File: src/rtl/bcu_pkg.sv
package bcu_pkg;

    localparam int unsigned BYTE_W    = 8;
    localparam int unsigned RANGE_MAX = 2;
    localparam int unsigned BOUND_W   = 2 * BYTE_W;
    localparam int unsigned COND_W    = 4;
    localparam int unsigned GT_POS    = 2;

    typedef enum logic {
        OP_RANGE = 1'b0,
        OP_MATCH = 1'b1
    } cmp_op_e;

    typedef struct packed {
        logic              vld;
        logic [COND_W-1:0] cond;
    } cmp_state_t;

    function automatic logic [COND_W-1:0] gt_field(input logic flag);
        logic [COND_W-1:0] f;
        f         = '0;
        f[GT_POS] = flag;
        return f;
    endfunction

endpackage

File: src/rtl/bcu_range_slot.sv
module bcu_range_slot
    import bcu_pkg::*;
(
    input  logic              en,
    input  logic [BYTE_W-1:0] probe,
    input  logic [BYTE_W-1:0] lo_bound,
    input  logic [BYTE_W-1:0] hi_bound,
    output logic              hit
);

    logic above_lo;
    logic below_hi;

    always_comb begin
        above_lo = (probe >= lo_bound);
        below_hi = (probe <= hi_bound);
        hit      = en & above_lo & below_hi;
    end

    // An inverted interval can never report a hit
    always_comb begin
        if (lo_bound > hi_bound) begin
            p_empty_interval_r8: assert (hit !== 1'b1);
        end
    end

endmodule

File: src/rtl/bcu_lane_match.sv
module bcu_lane_match
    import bcu_pkg::*;
#(
    parameter int unsigned LANES = 8
) (
    input  logic [BYTE_W-1:0]       probe,
    input  logic [LANES*BYTE_W-1:0] word,
    output logic                    any_hit
);

    logic [LANES-1:0] lane_eq;

    for (genvar g = 0; g < LANES; g++) begin : g_lane
        assign lane_eq[g] = (word[g*BYTE_W +: BYTE_W] == probe);
    end

    assign any_hit = |lane_eq;

endmodule

File: src/rtl/byte_cmp_unit.sv
module byte_cmp_unit
    import bcu_pkg::*;
#(
    parameter int unsigned OPND_W = 64
) (
    input  logic              clk,
    input  logic              rst,
    input  logic              in_valid,
    input  logic              op_sel,
    input  logic              dual_range,
    input  logic [OPND_W-1:0] opnd_a,
    input  logic [OPND_W-1:0] opnd_b,
    output logic              out_valid,
    output logic [3:0]        cond_out
);

    localparam int unsigned LANES    = OPND_W / BYTE_W;
    localparam bit          MATCH_OK = (OPND_W >= 64);

    cmp_op_e           op_e;
    logic [BYTE_W-1:0] probe;
    logic [RANGE_MAX-1:0] slot_hit;
    logic              range_hit;
    logic              match_hit;
    cmp_state_t        st_d;
    cmp_state_t        st_q;

    assign op_e  = cmp_op_e'(op_sel);
    assign probe = opnd_a[BYTE_W-1:0];

    for (genvar g = 0; g < RANGE_MAX; g++) begin : g_slot
        logic slot_en;
        assign slot_en = (g == 0) ? 1'b1 : dual_range;
        bcu_range_slot u_slot (
            .en       (slot_en),
            .probe    (probe),
            .lo_bound (opnd_b[g*BOUND_W +: BYTE_W]),
            .hi_bound (opnd_b[g*BOUND_W + BYTE_W +: BYTE_W]),
            .hit      (slot_hit[g])
        );
    end

    assign range_hit = |slot_hit;

    if (MATCH_OK) begin : g_match
        bcu_lane_match #(.LANES(LANES)) u_match (
            .probe   (probe),
            .word    (opnd_b),
            .any_hit (match_hit)
        );
    end else begin : g_no_match
        assign match_hit = 1'b0;
    end

    always_comb begin
        st_d     = st_q;
        st_d.vld = in_valid;
        if (in_valid) begin
            st_d.cond = gt_field((op_e == OP_MATCH) ? match_hit : range_hit);
        end
    end

    always_ff @(posedge clk) begin
        if (rst) begin
            st_q <= '0;
        end else begin
            st_q <= st_d;
        end
    end

    assign out_valid = st_q.vld;
    assign cond_out  = st_q.cond;

    p_valid_follows_r2: assert property (@(posedge clk) disable iff (rst)
        in_valid |=> out_valid);

    p_idle_no_valid_r2: assert property (@(posedge clk) disable iff (rst)
        !in_valid |=> !out_valid);

    p_hold_when_idle_r11: assert property (@(posedge clk) disable iff (rst)
        !in_valid |=> $stable(cond_out));

    p_only_gt_bit_r10: assert property (@(posedge clk) disable iff (rst)
        (cond_out & 4'b1011) == 4'b0000);

    p_lane0_match_r9: assert property (@(posedge clk) disable iff (rst)
        (in_valid && op_sel && MATCH_OK && opnd_b[7:0] == opnd_a[7:0])
        |=> cond_out == 4'b0100);

    p_bound_hit_r4: assert property (@(posedge clk) disable iff (rst)
        (in_valid && !op_sel && opnd_a[7:0] == opnd_b[7:0]
         && opnd_b[7:0] <= opnd_b[15:8])
        |=> cond_out == 4'b0100);

endmodule

File: config.mk
export PLATFORM = sky130hd
export DESIGN_NAME = byte_cmp_unit
export DESIGN_NICKNAME = d
export VERILOG_FILES = /design/src/rtl/bcu_pkg.sv /design/src/rtl/bcu_range_slot.sv /design/src/rtl/bcu_lane_match.sv /design/src/rtl/byte_cmp_unit.sv
export SDC_FILE = /design/constraint.sdc
export NUM_CORES = 1
export LEC_CHECK = 0
export BUFFER_PORTS_ARGS = -buffer_cell sky130_fd_sc_hd__buf_2
export CAP_MARGIN = 20
export CORE_AREA = 2 2 61 63
export DETAILED_ROUTE_END_ITERATION = 8
export DIE_AREA = 0 0 63 65
export PLACE_DENSITY = 0.87
export SLEW_MARGIN = 0
export SYNTH_ARGS = -nofsm -noshare
export SYNTH_HDL_FRONTEND = slang
export SYNTH_SLANG_ARGS = --single-unit
File: constraint.sdc
create_clock -name clk -period 3.9 [get_ports clk]
set_input_delay 0.39 -clock clk [delete_from_list [all_inputs] [get_ports clk]]
set_output_delay 0.39 -clock clk [all_outputs]
set_load 0.1 [all_outputs]
==> summary.txt, run 1 <==
Detailed routing
  • Iter 0 DRT Violations: 41
  • Initial DRT Pass Iterations: 5
  • Routed vias: 1341
  • Final ANT Viol Nets: 0
  • Vias per cell: 4.59
  • Routed WL: 3300 um
  • DRC: 0
  • Routed len/inst: 11.3 um

Timing
  • Setup-failing EPs final: 0
  • Sum Neg Setup Slack: 0 ns
  • Fmax: 535 MHz
  • Final worst-path cycle share: 47.9%
  • RSZ-0062 raised after global routing: false
  • Pins over their slew limit: 0
  • Final Critical Period: 1.87 ns
  • Final Skew: 0 ns
  • Hold violation count in the final report: 0

Synth
  • EDFF count, synth: 0
  • Largest family of logic cells by synthesized area: adder cells
  • Fraction of registers with async set/reset: 0%
  • Post-Synth XOR/XNOR Area: 21.4%
  • Ys flop type: dfxtp_1
  • Synth Area in Compound Gates: 17.0%
  • Mapped Avg Cell Area: 7.62 sq um
  • Synth Area in Adders: 30.5%
  • Synth area leader: ha_1
  • Synth Instances: 172
  • Mux share of post-synthesis cell area: 0%
  • Seq/Total Area, Yosys: 3.05%
  • Cell area after synthesis: 1310 sq um
  • Simple-gate share of the synthesized area: 14.4%
  • Synth area leaders: ha_1 31%, xnor2_1 21%, inv_1 8.6%, nand4_1 7.6%, a21o_1 3.4%
  • Netlist cell types: 27
  • Area share of the largest cell type after synthesis: 30.5%
  • Flop and latch count out of synthesis: 2
  • Synth warn: 0

Worst setup path
  • Worst-path maximum fanout: 5
  • Capture point of the worst reg-to-reg path: cond_out[2]
  • R2r startpoint: cond_out[2]
  • Startpoint types: primary input
  • Crit path capture type: flip-flop
  • WP data required: 4.03 ns
  • Reg2Reg Setup Slack: 3.16 ns
  • Crit Path Category: primary input to flip-flop
  • CP arrival: 2.00 ns
  • Worst-case reg-to-reg path depth: 2

Min path
  • WHS Endpoint: cond_out[2]
  • Worst hold-check path type: primary input to flip-flop
  • Hold path depth: 2
  • Hold Path Origin: rst

Flow run
  • Max-Cap Viols: 0

Global routing
  • Remaining global-route overflow: 0
  • Vias in the first global route: 1278
  • Total track usage: 16.1%
  • Initial antenna violation count: 0
  • First-pass GRT wire length: 5300 um
  • Largest net degree at the start of global routing: 9

Power and ir drop
  • P_int: 0.000145 W
  • Sequential share of power: 8.7%
  • Pleak: 0.951 nW
  • Clock power frac: 18.3%
  • Pwr Density: 151 nW/um^2
  • Worst vdd ir: 0.000160 V
  • Logic pwr share: 73.1%
  • Sw Share: 44.4%
  • Switch Pwr: 0.000116 W

Layout
  • Post-route design area: 1730 sq um
  • Most common cell after layout, fill and taps aside: buf_2
  • Layout cells sized above 1: 35.2%
  • NumNets Final: 411
  • Commonest non-fill, non-tap cells in the layout: 78 x buf_2, 32 x xnor2_1, 32 x ha_1
  • Diode count: 0
  • Area Growth Syn to Fin: 31.9%

Clocking
  • Setup Fix Bufs, Post-CTS: 0
  • Hold-fix buffers, CTS: 0
  • CTS clock-pin slew for the worst setup and hold paths: 0.03 ns
  • CTS tree: built
  • CTS H-Tree Depth: 1
  • Sink Count: 2
  • Cts repair resizes: 0
  • Clk buf depth: 2
  • Clock Latency Late Sink: 0.23 ns
  • CTS root buf: clkbuf_4
  • CTS Buf Count: 3

Placement
  • Placement Cell Area: 1710 sq um
  • PortBufs: 78
  • Final HPWL DP: 2990 um
  • Placer congestion estimate: 0.726

Floorplan
  • Die Y: 65 um
  • Full die area: 4100 sq um
  • Initial Utilization: 37.5%
  • Core ar.: 3500 sq um
  • Row count: 22
  • Ports: 138
  • DIE WIDTH: 63 um

Outcome
  • Status: complete, no violations
layer usage:
metal,wire length [um],track usage (%),vias up
met4,0,1.11,0
li1,-,-,734
met2,1520,26.6,51
met5,0,0,-
met1,1550,21.4,556
met3,229,4.86,0
power by group through the flow:
stage	Sequential, W	Combinational (W)	Clock (W)
final	0.0000226	0.000190	0.0000475
after CTS	0.0000225	0.000193	0.0000495
after global routing	0.0000227	0.000214	0.0000522
after detailed placement	0.0000227	0.000191	0
after global placement	0.0000228	0.000187	0
after floorplan	0.0000331	0.000121	0
stage by stage:
step | hold WS [ns] | power [W] | util, % | cells | setup slack, ns
2_1_floorplan | 0.459 | 0.000154 | - | 174 | 1.99
3_3_place_gp | 0.524 | 0.000209 | 48.8 | 289 | 1.84
3_5_place_dp | 0.531 | 0.000214 | 48.8 | 289 | 1.79
4_1_cts | 0.346 | 0.000265 | 49.5 | 292 | 2.01
5_1_grt | 0.352 | 0.000289 | 49.5 | 292 | 1.93
6_report | 0.350 | 0.000260 | 49.5 | 292 | 2.03
worst max-delay path by stage:
stage	startpoint	endpoint	slack (ns)	cells after the start
2_1_floorplan	opnd_a[0]	cond_out[2]	1.99	9
3_3_place_gp	opnd_a[0]	cond_out[2]	1.84	9
3_5_place_dp	opnd_a[0]	cond_out[2]	1.79	9
4_1_cts	opnd_a[0]	cond_out[2]	2.01	9
5_1_grt	opnd_a[0]	cond_out[2]	1.93	9
6_report	opnd_a[0]	cond_out[2]	2.03	9
worst max-delay path: stages:
cell	delay, ns
buf_2	0.15
inv_1	0.12
ha_1	0.32
nand2b_1	0.11
a21o_1	0.11
a211oi_1	0.06
o31ai_1	0.24
o31ai_1	0.13
a2111oi_2	0.36
sequential cells by signal, summed over array words and instances, names as in the netlist:
register and flops:
cond_out 1, out_valid 1
cell families after synthesis:
kind of cell	after synthesis
AO/OA/AOI/OAI	31
XOR/XNOR	32
adder cells (fa/ha/maj)	32
buffers and inverters	41
flip-flops	2
other	1
AND/OR/NAND/NOR	33
layout make-up:
cell class                      count  area (sq um)
Sequential cell                     2          40.0
Inverter                           30           113
Tap cell                           48          60.1
Fill cell                         364          1770
Multi-Input combinational cell    131          1100
Timing Repair Buffer               78           390
Clock buffer                        3          22.5
cells in the mapped netlist (2+ instances only):
library cell	n
a211oi_1	3
a21o_1	6
a21oi_1	7
buf_2	7
buf_4	3
dfxtp_1	2
ha_1	32
inv_1	30
nand2_1	2
nand2b_1	3
nand3_1	2
nand4_1	16
nor2_1	7
nor2b_1	2
o21ai_0	5
o22ai_1	2
o31ai_1	2
xnor2_1	32
No activity file was read; power rests on OpenSTA's default activity.
==> inputs of run 2 (changes only) <==
--- a/config.mk
+++ b/config.mk
@@ -7,10 +7,10 @@
 export LEC_CHECK = 0
 export BUFFER_PORTS_ARGS = -buffer_cell sky130_fd_sc_hd__buf_2
 export CAP_MARGIN = 20
-export CORE_AREA = 2 2 61 63
+export CORE_AREA = 2 2 68 70
 export DETAILED_ROUTE_END_ITERATION = 8
-export DIE_AREA = 0 0 63 65
-export PLACE_DENSITY = 0.87
+export DIE_AREA = 0 0 70 72
+export PLACE_DENSITY = 0.75
 export SLEW_MARGIN = 0
 export SYNTH_ARGS = -nofsm -noshare
 export SYNTH_HDL_FRONTEND = slang
==> constraint.sdc (replaced) <==
create_clock -name clk -period 1.55 [get_ports clk]
set_input_delay 0.155 -clock clk [delete_from_list [all_inputs] [get_ports clk]]
set_output_delay 0.155 -clock clk [all_outputs]
set_load 0.1 [all_outputs]
==> run 2 against run 1 <==
- first-iteration DRC count shrank 49%
- clock-buffer cell count is the same
- register-to-register slack lost 2.3 ns
- critical path type unchanged
- critical endpoint unchanged
==> summary.txt, run 2 (synthesis gave the netlist of run 1 again) <==
Global routing
  • Total track usage: 14.2% (-1.8 points)
  • Initial antenna violation count: 0 (unchanged)
  • Vias in the first global route: 1446 (+13%)
  • Largest net degree at the start of global routing: 6 (-3)
  • First-pass GRT wire length: 5840 um (+10%)
  • Remaining global-route overflow: 0 (unchanged)

Clocking
  • CTS H-Tree Depth: 1 (unchanged)
  • CTS root buf: clkbuf_8
  • Cts repair resizes: 0 (unchanged)
  • CTS Buf Count: 3 (unchanged)
  • Hold-fix buffers, CTS: 0 (unchanged)
  • Clock Latency Late Sink: 0.21 ns (-0.02 ns)
  • CTS tree: built
  • CTS clock-pin slew for the worst setup and hold paths: 0.03 ns (about the same)
  • Setup Fix Bufs, Post-CTS: 0 (unchanged)
  • Clk buf depth: 2 (unchanged)
  • Sink Count: 2 (unchanged)

Placement
  • Placed instance count: 312 (+8.0%)
  • Placer congestion estimate: 0.712 (-1.9%)
  • Final HPWL DP: 3230 um (+8.3%)
  • PortBufs: 78 (unchanged)
  • Placement Cell Area: 1860 sq um (+8.9%)
  • Setup WS pre-CTS: -0.167 ns (-1.96 ns)

Floorplan
  • Initial Utilization: 30.8% (-6.8 points)
  • Die Y: 72 um (+11%)
  • Core ar.: 4260 sq um (+22%)
  • Full die area: 5040 sq um (+23%)
  • Row count: 24 (+9.1%)
  • DIE WIDTH: 70 um (+11%)
  • Ports: 138 (unchanged)

Layout
  • Area Growth Syn to Fin: 44.9%
  • Post-route design area: 1900 sq um (+9.9%)
  • Layout cells sized above 1: 40.7% (+5.4 points)
  • Cell Count, Final, Fillers Out: 315 (+7.9%)
  • Most common cell after layout, fill and taps aside: buf_2
  • Diode count: 0 (unchanged)
  • Commonest non-fill, non-tap cells in the layout: 78 x buf_2, 32 x xnor2_1, 32 x ha_1
  • NumNets Final: 430 (+4.6%)

Timing
  • Final WS setup: 0.102 ns (-1.93 ns)
  • Hold violation count in the final report: 0 (unchanged)
  • Final worst-path cycle share: 93.4%
  • Pins over their slew limit: 0 (unchanged)
  • Setup-failing EPs final: 0 (unchanged)
  • Final Skew: 0 ns (unchanged)
  • Fmax: 691 MHz
  • Final Critical Period: 1.45 ns
  • RSZ-0062 raised after global routing: false

Detailed routing
  • Routed vias: 1400 (+4.4%)
  • Initial DRT Pass Iterations: 4 (-1)
  • Final ANT Viol Nets: 0 (unchanged)
  • Iter 0 DRT Violations: 21 (-49%)
  • Routed WL: 3500 um (+6.1%)
  • Routed len/inst: 11.1 um (-1.6%)
  • DRC: 0 (unchanged)
  • Vias per cell: 4.44 (-3.2%)

Worst setup path
  • Worst-path maximum fanout: 5 (unchanged)
  • Crit path capture type: flip-flop
  • Crit Path Category: primary input to flip-flop
  • CP arrival: 1.56 ns (-0.44 ns)
  • Worst-case reg-to-reg path depth: 2 (unchanged)
  • WP data required: 1.66 ns (-2.37 ns)
  • Startpoint types: primary input

Power and ir drop
  • Logic pwr share: 66.5% (-6.6 points)
  • Sequential share of power: 7.2% (-1.5 points)
  • Pwr Density: 417 nW/um^2 (+180%)
  • P_int: 0.000481 W (+230%)
  • Clock power frac: 26.3% (+8.0 points)
  • Worst vdd ir: 0.000163 V (+1.9%)
  • Switch Pwr: 0.000312 W (+170%)
  • Pleak: 1.05 nW (+10%)
  • Sw Share: 39.3% (-5.1 points)

Min path
  • Hold path depth: 2 (unchanged)
  • Worst hold-check path type: primary input to flip-flop

Flow run
  • Max-Cap Viols: 0 (unchanged)

Outcome
  • Status: complete, no violations
==> run 2: cell count changes in the layout (fill, tap and decap cells not counted) <==
cell       previous run  this run
inv_2                 0         1
buf_4                 0        19
inv_1                30        29
a2111oi_2             1         2
clkbuf_4              3         0
a2111oi_1             1         0
clkbuf_8              0         3
==> run 2: path summary, 6_finish.rpt <==
path | from | to | slack, ns
worst max-delay path | opnd_a[2] | cond_out[2] | 0.10
worst min-delay path | rst | cond_out[2] | 0.14
worst max register to register | cond_out[2] | cond_out[2] | 0.83
worst min register to register | cond_out[2] | cond_out[2] | 0.53
==> run 2: power groups by stage <==
stage | logic [W] | registers (W) | clock network, W
2_1_floorplan | 0.000308 | 0.0000833 | 0
3_3_place_gp | 0.000518 | 0.0000577 | 0
3_5_place_dp | 0.000531 | 0.0000577 | 0
4_1_cts | 0.000534 | 0.0000571 | 0.000212
5_1_grt | 0.000596 | 0.0000574 | 0.000219
6_report | 0.000527 | 0.0000570 | 0.000208
==> run 2: final cells by class <==
type / count / area [sq um]
fill: 458 / 2360
multi-input combinational: 131 / 1110
timing repair buffer: 97 / 533
inverter: 30 / 113
tap: 52 / 65.1
clock buffer: 3 / 41.3
sequential: 2 / 40.0
==> run 2: per-stage QoR <==
step	power [W]	util (%)	hold slack (ns)	setup TNS, ns
4_1_cts	0.000803	44.6	0.144	0
3_5_place_dp	0.000589	43.6	0.365	-0.167
2_1_floorplan	0.000391	-	0.224	0
5_1_grt	0.000873	44.6	0.150	0
6_report	0.000793	44.6	0.141	0
3_3_place_gp	0.000576	43.6	0.359	-0.133
==> run 2: worst max-delay path, stage by stage <==
cell	delay, ns
buf_2	0.15
ha_1	0.31
nand3_1	0.10
a21oi_1	0.14
a211oi_1	0.07
o21ai_0	0.17
nand4_1	0.12
a2111oi_2	0.35
==> run 2: metal layers <==
metal | vias up | wire [um] | track usage [%]
li1 | 768 | - | -
met1 | 580 | 1530 | 17.0
met2 | 46 | 1720 | 24.7
met3 | 6 | 223 | 4.58
met4 | 0 | 29 | 4.06
met5 | - | 0 | 0
==> inputs of run 3 (changes only) <==
--- a/config.mk
+++ b/config.mk
@@ -10,6 +10,7 @@
 export CORE_AREA = 2 2 68 70
 export DETAILED_ROUTE_END_ITERATION = 8
 export DIE_AREA = 0 0 70 72
+export MAX_ROUTING_LAYER = met4
 export PLACE_DENSITY = 0.75
 export SLEW_MARGIN = 0
 export SYNTH_ARGS = -nofsm -noshare
==> run 3 against run 2 <==
- core utilization stayed put
- register-to-register slack about the same
- global-route usage rose by 0.42 points
- routed wire length unchanged
- clock skew stayed put
- power about the same
- clock-buffer cell count is the same
- non-clock buffer count did not move
- critical path type unchanged
- critical endpoint unchanged
- highest routed layer unchanged
==> summary.txt, run 3 (synthesis gave the netlist of run 1 again) <==
Outcome
  • Status: complete, no violations

Worst setup path
  • Reg2Reg Setup Slack: 0.83 ns (about the same)
  • Critical Path Max Stage Delay: 0.35 ns (about the same)
  • CP Depth: 8 (unchanged)
  • WP data required: 1.66 ns (about the same)
  • Crit path capture type: flip-flop
  • Startpoint types: primary input
  • Worst-case reg-to-reg path depth: 2 (unchanged)
  • Crit Path Category: primary input to flip-flop
  • Worst-path cell chain: buf_2, ha_1, nand3_1, a21oi_1, a211oi_1, o21ai_0, nand4_1, a2111oi_2
  • Kind of cell adding the most delay to the critical path: compound AO/OA/AOI/OAI gates
  • Worst-path maximum fanout: 5 (unchanged)
  • Slowest CP cell: a2111oi_2
  • Worst path bufs/invs: 1 (unchanged)
  • CP arrival: 1.56 ns (about the same)

Floorplan
  • Initial Utilization: 30.8% (unchanged)
  • Row count: 24 (unchanged)
  • Die Y: 72 um (unchanged)
  • DIE WIDTH: 70 um (unchanged)
  • Core ar.: 4260 sq um (unchanged)
  • Ports: 138 (unchanged)
  • Full die area: 5040 sq um (unchanged)

Placement
  • Placer congestion estimate: 0.720 (+1.2%)
  • Placement Cell Area: 1860 sq um (unchanged)
  • PortBufs: 78 (unchanged)
  • Final HPWL DP: 3230 um (unchanged)
  • Setup WS pre-CTS: -0.167 ns (unchanged)
  • Placed instance count: 312 (unchanged)

Detailed routing
  • DRC: 0 (unchanged)
  • Routed vias: 1398 (-0.14%)
  • Vias per cell: 4.44 (-0.14%)
  • Initial DRT Pass Iterations: 4 (unchanged)
  • Routed len/inst: 11.1 um (unchanged)
  • Iter 0 DRT Violations: 21 (unchanged)
  • Final ANT Viol Nets: 0 (unchanged)
  • Routed WL: 3500 um (unchanged)

Clocking
  • Hold-fix buffers, CTS: 0 (unchanged)
  • Clock Latency Late Sink: 0.21 ns (about the same)
  • CTS clock-pin slew for the worst setup and hold paths: 0.03 ns (about the same)
  • CTS root buf: clkbuf_8
  • CTS H-Tree Depth: 1 (unchanged)
  • CTS Buf Count: 3 (unchanged)
  • CTS tree: built
  • Sink Count: 2 (unchanged)
  • Clk buf depth: 2 (unchanged)
  • Setup Fix Bufs, Post-CTS: 0 (unchanged)
  • Cts repair resizes: 0 (unchanged)

Layout
  • Post-route design area: 1900 sq um (unchanged)
  • Most common cell after layout, fill and taps aside: buf_2
  • Layout cells sized above 1: 40.7% (unchanged)
  • NumNets Final: 430 (unchanged)
  • Cell Count, Final, Fillers Out: 315 (unchanged)
  • Fillers: 458 (unchanged)
  • Diode count: 0 (unchanged)
  • Commonest non-fill, non-tap cells in the layout: 78 x buf_2, 32 x xnor2_1, 32 x ha_1
  • Area Growth Syn to Fin: 44.9% (unchanged)

Global routing
  • Initial antenna violation count: 0 (unchanged)
  • Total track usage: 14.7% (+0.42 points)
  • First-pass GRT wire length: 5840 um (unchanged)
  • Largest net degree at the start of global routing: 6 (unchanged)
  • Vias in the first global route: 1446 (unchanged)
  • Remaining global-route overflow: 0 (unchanged)

Timing
  • Final Skew: 0 ns (unchanged)
  • Setup-failing EPs final: 0 (unchanged)
  • Fmax: 691 MHz (about the same)
  • Hold violation count in the final report: 0 (unchanged)
  • Final worst-path cycle share: 93.4% (about the same)
  • Pins over their slew limit: 0 (unchanged)
  • Final WS setup: 0.102 ns (+0.0000650 ns)
  • Final Critical Period: 1.45 ns (-0.0000650 ns)
  • RSZ-0062 raised after global routing: false

Min path
  • Hold path depth: 2 (unchanged)
  • Worst hold-check path type: primary input to flip-flop

Power and ir drop
  • Pleak: 1.05 nW (unchanged)
  • Pwr Density: 417 nW/um^2 (about the same)
  • Worst vdd ir: 0.000163 V (unchanged)

Flow run
  • Max-Cap Viols: 0 (unchanged)
-- run 3: cell counts in the layout (fill, tap and decap cells not counted) --
No cell type changed its count.
-- run 3: layout make-up --
type / count / area [sq um] / share of cell area [%]
Multi-Input combinational cell: 131 / 1110 / 58.3
Timing Repair Buffer: 97 / 533 / 28.0
Inverter: 30 / 113 / 5.92
Tap cell: 52 / 65.1 / 3.42
Clock buffer: 3 / 41.3 / 2.17
Sequential cell: 2 / 40.0 / 2.11
-- run 3: routing by layer --
metal | share of wire, % | GRT usage (%) | up-vias
met5 | 0 | - | -
li1 | - | - | 768
met3 | 6.5 | 4.58 | 4
met1 | 44 | 17.0 | 580
met2 | 49 | 24.7 | 46
met4 | 0.71 | 4.06 | 0
-- run 3: stage by stage --
stage | utilization [%] | power [W] | TNS (ns) | hold slack (ns)
after floorplan | - | 0.000391 | 0 | 0.224
after global placement | 43.6 | 0.000576 | -0.133 | 0.359
after detailed placement | 43.6 | 0.000589 | -0.167 | 0.365
after CTS | 44.6 | 0.000803 | 0 | 0.144
after global routing | 44.6 | 0.000873 | 0 | 0.150
final | 44.6 | 0.000793 | 0 | 0.141
-- run 3: final timing paths --
kind,start,endpoint
max reg2reg,cond_out[2],cond_out[2]
min,rst,cond_out[2]
min reg2reg,cond_out[2],cond_out[2]
max,opnd_a[2],cond_out[2]
-- run 3: worst register-to-register path, cell delays in order (launching register included) --
cell and delay [ns]:
dfxtp_1 0.31, nor2_1 0.05, a2111oi_2 0.25
-- run 3: where the power goes --
part | leakage, nW | internal [W] | switching (W)
combinational | 1.01 | 0.000261 | 0.000266
sequential | 0.0166 | 0.0000555 | 0.00000149
clock | 0.0216 | 0.000165 | 0.0000439
total | 1.05 | 0.000481 | 0.000312
